### config.mk
export PLATFORM = sky130hd
export DESIGN_NAME = slot_mgmt_regs
export DESIGN_NICKNAME = d
export VERILOG_FILES = /design/src/rtl/slot_mgmt_pkg.sv /design/src/rtl/slot_select.sv /design/src/rtl/eeprom_ctl.sv /design/src/rtl/net_irq_agg.sv /design/src/rtl/slot_mgmt_regs.sv
export SDC_FILE = /design/constraint.sdc
export NUM_CORES = 1
export LEC_CHECK = 0
export ABC_AREA = 1
export BUFFER_PORTS_ARGS = -buffer_cell sky130_fd_sc_hd__clkbuf_2
export CELL_PAD_IN_SITES_DETAIL_PLACEMENT = 1
export CELL_PAD_IN_SITES_GLOBAL_PLACEMENT = 2
export CORE_AREA = 2 2 115 117
export CTS_CLUSTER_DIAMETER = 30
export DETAILED_ROUTE_END_ITERATION = 8
export DIE_AREA = 0 0 117 119
export PLACE_DENSITY = 0.79
export SYNTH_ARGS = -nofsm -noshare
export SYNTH_HDL_FRONTEND = slang
export SYNTH_SLANG_ARGS = --single-unit
### constraint.sdc
create_clock -name clk -period 2.6 [get_ports clk]
set_clock_uncertainty 0.2 [all_clocks]
set_input_delay 0.52 -clock clk [delete_from_list [all_inputs] [get_ports clk]]
set_output_delay 0.52 -clock clk [all_outputs]
set_load 0.02 [all_outputs]
### src/rtl/slot_mgmt_pkg.sv
package slot_mgmt_pkg;

    typedef enum logic [0:0] {
        BUS_IDLE = 1'b0,
        BUS_RESP = 1'b1
    } bus_state_e;

    localparam int OFS_SLOT_ID  = 'h04;
    localparam int OFS_ZERO_A   = 'h0C;
    localparam int OFS_ZERO_B   = 'h14;
    localparam int OFS_CONST    = 'h18;
    localparam int OFS_ZERO_C   = 'h1C;
    localparam int OFS_BP_CTL   = 'h20;
    localparam int OFS_SUP_CTL  = 'h24;
    localparam int OFS_EE_RD    = 'h3C;
    localparam int OFS_SELECT   = 'h44;
    localparam int OFS_SLOT_CTL = 'h48;
    localparam int OFS_STATUS   = 'h4C;
    localparam int OFS_ZERO_D   = 'h50;
    localparam int OFS_ZERO_E   = 'h74;

    localparam logic [3:0] FN_PRESENCE = 4'd0;
    localparam logic [3:0] FN_ABSENT   = 4'd1;
    localparam logic [3:0] FN_POWER    = 4'd2;
    localparam logic [3:0] FN_EEPROM   = 4'd5;

endpackage

### src/rtl/slot_select.sv
module slot_select
    import slot_mgmt_pkg::*;
#(
    parameter int NUM_SLOTS = 9,
    localparam int SLOT_W = 4
) (
    input  logic                 clk,
    input  logic                 rst_n,
    input  logic                 wr_sel,
    input  logic                 wr_ctl,
    input  logic [31:0]          wdata,
    output logic [SLOT_W-1:0]    sel_slot,
    output logic [3:0]           sel_func,
    output logic [NUM_SLOTS-1:0] sel_onehot,
    output logic [NUM_SLOTS-1:0] pwr_flags,
    output logic                 ee_di,
    output logic                 ee_clk,
    output logic                 ee_cs_raw,
    output logic [NUM_SLOTS-1:0] ee_cs
);
    logic [SLOT_W-1:0] w_slot;
    logic [3:0]        w_func;

    assign w_slot = wdata[15:12];
    assign w_func = wdata[11:8];

    always_ff @(posedge clk) begin
        if (!rst_n) begin
            sel_slot  <= '0;
            sel_func  <= '0;
            ee_di     <= 1'b0;
            ee_clk    <= 1'b0;
            ee_cs_raw <= 1'b0;
        end else begin
            if (wr_sel) begin
                sel_slot <= w_slot;
                sel_func <= w_func;
            end
            if (wr_ctl) begin
                ee_di     <= wdata[0];
                ee_clk    <= wdata[1];
                ee_cs_raw <= wdata[3];
            end
        end
    end

    for (genvar g = 0; g < NUM_SLOTS; g++) begin : g_slot
        assign sel_onehot[g] = (sel_slot == SLOT_W'(g + 1));
        assign ee_cs[g]      = ee_cs_raw && sel_onehot[g];

        always_ff @(posedge clk) begin
            if (!rst_n)
                pwr_flags[g] <= 1'b0;
            else if (wr_sel && w_func == FN_POWER && w_slot == SLOT_W'(g + 1))
                pwr_flags[g] <= 1'b1;
        end
    end

    AST_PWR_STICKY: assert property (@(posedge clk) disable iff (!rst_n)
        ((pwr_flags & $past(pwr_flags)) == $past(pwr_flags)));
    AST_PWR_ONLY_FN2: assert property (@(posedge clk) disable iff (!rst_n)
        (pwr_flags != $past(pwr_flags)) |-> ($past(wr_sel) && $past(wdata[11:8]) == FN_POWER));
    AST_CS_ONEHOT: assert property (@(posedge clk) disable iff (!rst_n)
        $onehot0(ee_cs));

endmodule

### src/rtl/eeprom_ctl.sv
module eeprom_ctl
    import slot_mgmt_pkg::*;
#(
    parameter int NUM_BP_EE = 9
) (
    input  logic                 clk,
    input  logic                 rst_n,
    input  logic                 wr_bp,
    input  logic                 wr_sup,
    input  logic [31:0]          wdata,
    input  logic [NUM_BP_EE-1:0] bp_dout,
    input  logic [1:0]           sup_dout,
    output logic                 bp_di,
    output logic                 bp_clk,
    output logic [NUM_BP_EE-1:0] bp_cs,
    output logic [1:0]           sup_di,
    output logic [1:0]           sup_clk,
    output logic [1:0]           sup_cs,
    output logic [31:0]          rd_word
);
    localparam int CS_LSB = 3;

    always_ff @(posedge clk) begin
        if (!rst_n) begin
            bp_di   <= 1'b0;
            bp_clk  <= 1'b0;
            bp_cs   <= '0;
            sup_di  <= '0;
            sup_clk <= '0;
            sup_cs  <= '0;
        end else begin
            if (wr_bp) begin
                bp_di  <= wdata[0];
                bp_clk <= wdata[1];
                bp_cs  <= wdata[CS_LSB +: NUM_BP_EE];
            end
            if (wr_sup) begin
                sup_clk <= {wdata[10], wdata[1]};
                sup_di  <= {wdata[9],  wdata[2]};
                sup_cs  <= {wdata[8],  wdata[3]};
            end
        end
    end

    logic bp_any;
    logic sup_any;

    assign bp_any  = |(bp_cs & bp_dout);
    assign sup_any = |(sup_cs & sup_dout);

    always_comb begin
        rd_word = {31'd0, bp_any};
        if (sup_any)
            rd_word[15:0] = 16'hFFFF;
    end

    AST_SUP_FORCE: assert property (@(posedge clk) disable iff (!rst_n)
        (|(sup_cs & sup_dout)) |-> (rd_word[15:0] == 16'hFFFF));

endmodule

### src/rtl/net_irq_agg.sv
module net_irq_agg #(
    parameter int NUM_SLOTS = 9
) (
    input  logic                 clk,
    input  logic                 rst_n,
    input  logic [NUM_SLOTS-1:0] set_i,
    input  logic [NUM_SLOTS-1:0] clr_i,
    output logic                 irq_o
);
    logic [NUM_SLOTS-1:0] pend_q;

    for (genvar g = 0; g < NUM_SLOTS; g++) begin : g_pend
        always_ff @(posedge clk) begin
            if (!rst_n)
                pend_q[g] <= 1'b0;
            else if (set_i[g])
                pend_q[g] <= 1'b1;
            else if (clr_i[g])
                pend_q[g] <= 1'b0;
        end
    end

    assign irq_o = |pend_q;

    AST_IRQ_ON_SET: assert property (@(posedge clk) disable iff (!rst_n)
        (|set_i) |=> irq_o);

endmodule

### src/rtl/slot_mgmt_regs.sv
module slot_mgmt_regs
    import slot_mgmt_pkg::*;
#(
    parameter int NUM_SLOTS = 9,
    parameter int SUP_SLOT  = 1,
    parameter int NUM_BP_EE = 9,
    parameter int ADDR_W    = 8
) (
    input  logic                 clk,
    input  logic                 rst_n,
    input  logic [ADDR_W-1:0]    bus_addr,
    input  logic                 bus_wr,
    input  logic                 bus_rd,
    input  logic [31:0]          bus_wdata,
    output logic [31:0]          bus_rdata,
    output logic                 bus_rvalid,
    input  logic [NUM_SLOTS-1:0] slot_present,
    input  logic [NUM_SLOTS-1:0] slot_ee_dout,
    output logic                 slot_ee_di,
    output logic                 slot_ee_clk,
    output logic [NUM_SLOTS-1:0] slot_ee_cs,
    input  logic [NUM_BP_EE-1:0] bp_ee_dout,
    output logic                 bp_ee_di,
    output logic                 bp_ee_clk,
    output logic [NUM_BP_EE-1:0] bp_ee_cs,
    input  logic [1:0]           sup_ee_dout,
    output logic [1:0]           sup_ee_di,
    output logic [1:0]           sup_ee_clk,
    output logic [1:0]           sup_ee_cs,
    input  logic [NUM_SLOTS-1:0] net_irq_set,
    input  logic [NUM_SLOTS-1:0] net_irq_clr,
    output logic                 net_irq
);
    localparam int SLOT_W = 4;
    localparam logic [31:0] SLOT_ID_WORD = (32'(SUP_SLOT) << 8) | 32'h80;

    bus_state_e state_q, state_d;
    logic       acc_wr, acc_rd;

    assign acc_wr = (state_q == BUS_IDLE) && bus_wr;
    assign acc_rd = (state_q == BUS_IDLE) && bus_rd && !bus_wr;

    // state register
    always_ff @(posedge clk) begin
        if (!rst_n) state_q <= BUS_IDLE;
        else        state_q <= state_d;
    end

    always_comb begin
        state_d = state_q;
        unique case (state_q)
            BUS_IDLE: if (acc_rd) state_d = BUS_RESP;   // IDLE_TO_RESP
            BUS_RESP: state_d = BUS_IDLE;               // RESP_TO_IDLE
            default:  state_d = BUS_IDLE;
        endcase
    end

    logic wr_sel, wr_sctl, wr_bp, wr_sup;
    assign wr_sel  = acc_wr && bus_addr == ADDR_W'(OFS_SELECT);
    assign wr_sctl = acc_wr && bus_addr == ADDR_W'(OFS_SLOT_CTL);
    assign wr_bp   = acc_wr && bus_addr == ADDR_W'(OFS_BP_CTL);
    assign wr_sup  = acc_wr && bus_addr == ADDR_W'(OFS_SUP_CTL);

    logic [SLOT_W-1:0]    sel_slot;
    logic [3:0]           sel_func;
    logic [NUM_SLOTS-1:0] sel_onehot;
    logic [NUM_SLOTS-1:0] pwr_flags;
    logic                 slot_cs_raw;
    logic [31:0]          ee_word;

    slot_select #(.NUM_SLOTS(NUM_SLOTS)) i_slot_select (
        .clk        (clk),
        .rst_n      (rst_n),
        .wr_sel     (wr_sel),
        .wr_ctl     (wr_sctl),
        .wdata      (bus_wdata),
        .sel_slot   (sel_slot),
        .sel_func   (sel_func),
        .sel_onehot (sel_onehot),
        .pwr_flags  (pwr_flags),
        .ee_di      (slot_ee_di),
        .ee_clk     (slot_ee_clk),
        .ee_cs_raw  (slot_cs_raw),
        .ee_cs      (slot_ee_cs)
    );

    eeprom_ctl #(.NUM_BP_EE(NUM_BP_EE)) i_eeprom_ctl (
        .clk      (clk),
        .rst_n    (rst_n),
        .wr_bp    (wr_bp),
        .wr_sup   (wr_sup),
        .wdata    (bus_wdata),
        .bp_dout  (bp_ee_dout),
        .sup_dout (sup_ee_dout),
        .bp_di    (bp_ee_di),
        .bp_clk   (bp_ee_clk),
        .bp_cs    (bp_ee_cs),
        .sup_di   (sup_ee_di),
        .sup_clk  (sup_ee_clk),
        .sup_cs   (sup_ee_cs),
        .rd_word  (ee_word)
    );

    net_irq_agg #(.NUM_SLOTS(NUM_SLOTS)) i_net_irq_agg (
        .clk   (clk),
        .rst_n (rst_n),
        .set_i (net_irq_set),
        .clr_i (net_irq_clr),
        .irq_o (net_irq)
    );

    // status word for the selected slot and function
    logic        present, powered, ee_bit, is_sup;
    logic [31:0] status_word;

    assign present = |(sel_onehot & slot_present);
    assign powered = |(sel_onehot & pwr_flags);
    assign ee_bit  = slot_cs_raw && |(sel_onehot & slot_ee_dout);
    assign is_sup  = (sel_slot == SLOT_W'(SUP_SLOT));

    always_comb begin
        status_word = '0;
        case (sel_func)
            FN_PRESENCE: status_word = !present ? 32'h1 :
                                       ((powered || is_sup) ? 32'h2 : 32'h0);
            FN_ABSENT:   status_word = present ? 32'h0 : 32'h1;
            FN_POWER:    status_word = 32'h8;
            FN_EEPROM:   status_word = {31'd0, ee_bit};
            default:     status_word = '0;
        endcase
    end

    logic [31:0] rd_mux;
    always_comb begin
        case (bus_addr)
            ADDR_W'(OFS_SLOT_ID): rd_mux = SLOT_ID_WORD;
            ADDR_W'(OFS_ZERO_A),
            ADDR_W'(OFS_ZERO_B),
            ADDR_W'(OFS_ZERO_C),
            ADDR_W'(OFS_ZERO_D),
            ADDR_W'(OFS_ZERO_E):  rd_mux = 32'h0;
            ADDR_W'(OFS_CONST):   rd_mux = 32'h8000;
            ADDR_W'(OFS_EE_RD):   rd_mux = ee_word;
            ADDR_W'(OFS_STATUS):  rd_mux = status_word;
            default:              rd_mux = 32'hFFFF_FFFF;
        endcase
    end

    // outputs
    always_ff @(posedge clk) begin
        if (!rst_n) begin
            bus_rdata <= '0;
        end else if (acc_rd) begin
            bus_rdata <= rd_mux;
        end
    end

    assign bus_rvalid = (state_q == BUS_RESP);

    AST_RVALID_PULSE: assert property (@(posedge clk) disable iff (!rst_n)
        bus_rvalid |=> !bus_rvalid);
    AST_RD_RESPONSE: assert property (@(posedge clk) disable iff (!rst_n)
        (!bus_rvalid && bus_rd && !bus_wr) |=> bus_rvalid);
    AST_RESP_NO_SEL: assert property (@(posedge clk) disable iff (!rst_n)
        bus_rvalid |=> ($stable(sel_slot) && $stable(sel_func)));

endmodule

==> metrics, run 1 <==
status complete, no violations; nets 662; post-CTS sizing 0; die width 117 µm; detail-routed via count per cell 4.21; FILL cells 1683; num rows 42; Max Freq 0.415 GHz; Synth top area share 36.9%; Final min period 2410 ps; # Post-CTS Setup Buffers 0; synthesis-to-finish area growth 30.9%; initial antenna violation count 0; number of global-route vias before repair 3282; Mapped Area 0.00287 mm²; Setup crit start kind flop; Initial Util 22.3%; largest net degree at the start of global routing 21; drc violations 0; Core Region 0.0129 mm²; final WL 9.43 mm; Yosys cell types 25; setup_tns 0 ps; hold_buf cts 0; Final Util 29.2%; Clock Tree Buf Depth 2; main area contributors after synthesis dfxtp_1, nor2_1, nand2_1; CTS tree done; gr ovfl total 0; Clock Sinks 53; CTS root buf clkbuf_16; DRT Pass-1 Iters 4; Die Height 119 µm; Die Area 0.0139 mm²; total CTS buffers 5; gp weighted congestion 0.799; Final setup violation count 0; Crit. End Element primary output; Synth Area per Inst 6.34 µm²; Routed WL per cell 12.6 µm; first-pass GRT wire length 15.3 mm; Slew HR 67.8%; final hold vios 0; Antenna Nets Post-Route 0; DP HPWL 7.69 mm; clock-pin slew on the worst setup and hold paths 80 ps; syn nets 544; post-synthesis sequential area ratio 36.9%; pwr dens 474 mW/mm²; Setup CP Type flop to primary output; vias 3152; initial DRC count 84; Max Slew Vio Count 0; layout cells sized above 1 29.2%; Yosys reg bits 53; RSZ-0062 raised after global routing no; CP required 1880 ps; Worst-Skew Late Latency 300 ps; Worst Max-Slew Pin Slew 482 ps; Yosys top cell by area dfxtp_1; cells after synthesis 453; crit path max fanout 10; max_cap viols 0; GRT Overall Usage 13.7%; Ant. Diodes 0; fin crit share 92.7%; Worst VDD drop 0.252 mV; Pwr Total 0.00178 W; IO Port Bufs 136; Synth Warn # 0; crit path DAT 1690 ps; Static Leakage 1.93 nW; Tightest Hold Check Type primary input to flop; htree depth 2; Top-Level Pins 153
## report_power, final
part	internal, W	total (W)	switching (W)	leakage (nW)
clock network	0.000372	0.000702	0.000331	0.0767
logic	0.0000904	0.000231	0.000141	1.42
registers	0.000830	0.000847	0.0000177	0.431
## stage by stage
stage	hold WS [ps]	instance area [µm²]	std cells	setup WS, ps
global route	233	3760	748	18.5
CTS	224	3760	748	129
finish	232	3760	748	190
global placement	248	3610	740	485
detailed placement	249	3610	740	456
floorplan	230	2870	453	664
## layer usage
metal	global-route usage (%)	part of all wire (%)	vias to the layer above
met1	17.7	47	1406
li1	-	-	1630
met4	3.31	1.0	0
met3	2.49	6.0	8
met2	23.5	46	108
met5	0	0	-
## synthesized netlist by cell type, drive strengths merged
cell,instances
or2,2
or4,1
nand3,25
dfxtp,53
nand2,83
clkbuf,6
a21oi,28
nor2,108
inv,62
buf,25
o21ai,37
nand4,4
o21a,2
nor4,5
nor3,7
clkinv,3
o21bai,2
## state kept, by name, summed over array words and instances (netlist names), 2 cells and up
signal and cells:
i_eeprom_ctl.bp_cs 9, i_net_irq_agg.pend_q 9, i_slot_select.pwr_flags 8, bus_rdata 7, i_slot_select.sel_func 4, i_slot_select.sel_slot 4
i_eeprom_ctl.sup_clk 2, i_eeprom_ctl.sup_cs 2, i_eeprom_ctl.sup_di 2
## cells by family after synthesis
family | Yosys count | synth area share, %
buffers and inverters | 96 | 15.9
AND/OR/NAND/NOR | 235 | 34.8
AO/OA/AOI/OAI | 69 | 12.4
flip-flops | 53 | 36.9
## path summary, 6_finish.rpt
check / from / to / slack, ps / cells past startpoint
worst min-delay path: net_irq_set[3] / i_net_irq_agg.pend_q[3] / 230 / 3
worst max register to register: i_slot_select.sel_slot[1] / bus_rdata[1] / 720 / 10
worst max-delay path: i_slot_select.ee_cs_raw / slot_ee_cs[8] / 190 / 3
worst min register to register: i_slot_select.pwr_flags[7] / i_slot_select.pwr_flags[7] / 260 / 2
## placed cells by master (no fill, tap or decap), types with 3 or more instances in the layout
cell type | synthesis | final
nor4_1 | 5 | 5
nand4_1 | 4 | 4
a21oi_1 | 28 | 28
buf_4 | 25 | 6
nor2_1 | 103 | 103
clkinv_1 | 3 | 3
clkbuf_2 | 1 | 136
dfxtp_1 | 53 | 53
inv_1 | 55 | 55
clkbuf_16 | 0 | 5
inv_2 | 7 | 7
nand3_1 | 25 | 25
o21ai_0 | 35 | 35
nor2_4 | 3 | 3
nor3_1 | 5 | 5
nand2_1 | 82 | 82
## critical path, stage by stage, from the launching register on
cell	delay (ps)
dfxtp_1	360
clkinv_1	330
nor4_1	450
clkbuf_2	240
## layout make-up
cell class                      instances  area [µm²]  share of cell area [%]
Clock buffer                            5         125                    3.33
Clock inverter                          3        28.8                   0.765
Inverter                               65         244                    6.49
Multi-Input combinational cell        304        1360                    36.0
Sequential cell                        53        1060                    28.2
Tap cell                              176         220                    5.86
Timing Repair Buffer                  142         726                    19.3
Note: power is estimated with default switching activity, not from simulation.
==> run 2: changes to the inputs <==
--- a/config.mk
+++ b/config.mk
@@ -13,7 +13,7 @@
 export CTS_CLUSTER_DIAMETER = 30
 export DETAILED_ROUTE_END_ITERATION = 8
 export DIE_AREA = 0 0 117 119
-export PLACE_DENSITY = 0.79
+export PLACE_DENSITY = 0.81
 export SYNTH_ARGS = -nofsm -noshare
 export SYNTH_HDL_FRONTEND = slang
 export SYNTH_SLANG_ARGS = --single-unit
==> metrics, run 2 (synthesis results as in run 1) <==
Die Height 119 µm; Clock Tree Buf Depth 2; RSZ-0062 raised after global routing no; post-CTS sizing 0; Clock Sinks 53; Top-Level Pins 153; Die Area 0.0139 mm²; Worst VDD drop 0.236 mV; fin crit share 90.7%; Setup crit start kind flop; most frequent cells in the layout clkbuf_2, nor2_1, nand2_1, inv_1, dfxtp_1; Ant. Diodes 0; CP required 1880 ps; CTS tree done; first-pass GRT wire length 15.4 mm; Min-Delay Path Depth 3; number of global-route vias before repair 3214; detail-routed via count per cell 4.28; DRT Pass-1 Iters 4; Crit. End Element primary output; DP Area 0.00360 mm²; gp weighted congestion 0.831; num rows 42; hold path endpoint i_net_irq_agg.pend_q[8]; Worst Reg-to-Reg Cells 9; Routed WL per cell 12.8 µm; Tightest Hold Check Type primary input to flop; hold_sp net_irq_set[8]; layout cells sized above 1 29.1%; flop2flop setup slack 760 ps; pwr dens 469 mW/mm²; Setup CP Type flop to primary output; drc violations 0; setup_tns 0 ps; clock-pin slew on the worst setup and hold paths 70 ps; Worst Max-Slew Pin Slew 614 ps; crit path DAT 1640 ps; Final setup violation count 0; final hold vios 0; Max Freq 0.424 GHz; final WL 9.53 mm; vias 3199; Antenna Nets Post-Route 0; largest net degree at the start of global routing 24; DP HPWL 7.88 mm; most common cell after layout, fill and taps aside clkbuf_2; nets 661; Worst-Skew Late Latency 300 ps; Reg2Reg Launch Point i_slot_select.sel_slot[1]; Max Slew Vio Count 0; gr ovfl total 0; post-layout instance area 0.00374 mm²; initial antenna violation count 0; synthesis-to-finish area growth 30.4%; Final min period 2360 ps; GRT Overall Usage 13.8%; Core Region 0.0129 mm²; RR Endpoint bus_rdata[0]; total CTS buffers 5; Slew HR 59.0%; Top Registers i_eeprom_ctl.bp_cs x9, i_net_irq_agg.pend_q x9, i_slot_select.pwr_flags x8; max_cap viols 0; status complete, no violations; hold_buf cts 0; Initial Util 22.3%; htree depth 2; # Post-CTS Setup Buffers 0; die width 117 µm; initial DRC count 55; CTS root buf clkbuf_16; Static Leakage 1.92 nW; crit path max fanout 5; IO Port Bufs 136
==> run 2: worst max path at each step <==
stage                              start                       to  depth (start not counted)
4_1_cts        i_slot_select.sel_slot[1]            slot_ee_cs[5]                          5
3_5_place_dp                 bus_addr[7]  i_slot_select.ee_cs_raw                         11
5_1_grt        i_slot_select.sel_slot[1]            slot_ee_cs[5]                          5
6_report       i_slot_select.sel_slot[1]            slot_ee_cs[5]                          5
2_1_floorplan    i_slot_select.ee_cs_raw            slot_ee_cs[3]                          2
3_3_place_gp                 bus_addr[7]  i_slot_select.ee_cs_raw                         11
==> run 2: cell type report <==
class / count / area, µm²
clock inverters: 3 / 21.3
inverters: 65 / 244
well taps: 176 / 220
multi-input cells: 304 / 1360
flip-flops and latches: 53 / 1060
clock buffers: 5 / 125
fillers: 1710 / 9130
repair buffers: 141 / 718
==> run 2: critical path, stage by stage (launching register included) <==
cell and delay (ps):
dfxtp_1 410, inv_1 80, nor2_1 330, nand2_1 210, nor2_1 140, clkbuf_2 180
==> run 2: per-layer routing <==
metal | vias to the layer above | track usage (%) | wire, µm
li1 | 1630 | - | -
met1 | 1460 | 17.4 | 4250
met2 | 104 | 23.7 | 4570
met3 | 5 | 2.95 | 596
met4 | 0 | 3.68 | 107
met5 | - | 0 | 0
==> run 2: metrics by stage <==
| stage | hold WS, ps | util (%) | instances | total power [W] | setup slack, ps |
|---|---|---|---|---|---|
| 2_1_floorplan | 230 | - | 453 | 0.00101 | 664 |
| 5_1_grt | 253 | 29.1 | 747 | 0.00184 | 115 |
| 3_5_place_dp | 247 | 27.9 | 739 | 0.00110 | 440 |
| 4_1_cts | 234 | 29.1 | 747 | 0.00178 | 252 |
| 3_3_place_gp | 247 | 27.9 | 739 | 0.00110 | 514 |
| 6_report | 236 | 29.1 | 747 | 0.00176 | 243 |
==> run 2: report_power, final <==
group,switching (W),total [W],internal (W)
Clock,0.000318,0.000678,0.000359
Sequential,0.0000191,0.000849,0.000830
Combinational,0.000141,0.000231,0.0000894
Total,0.000479,0.00176,0.00128
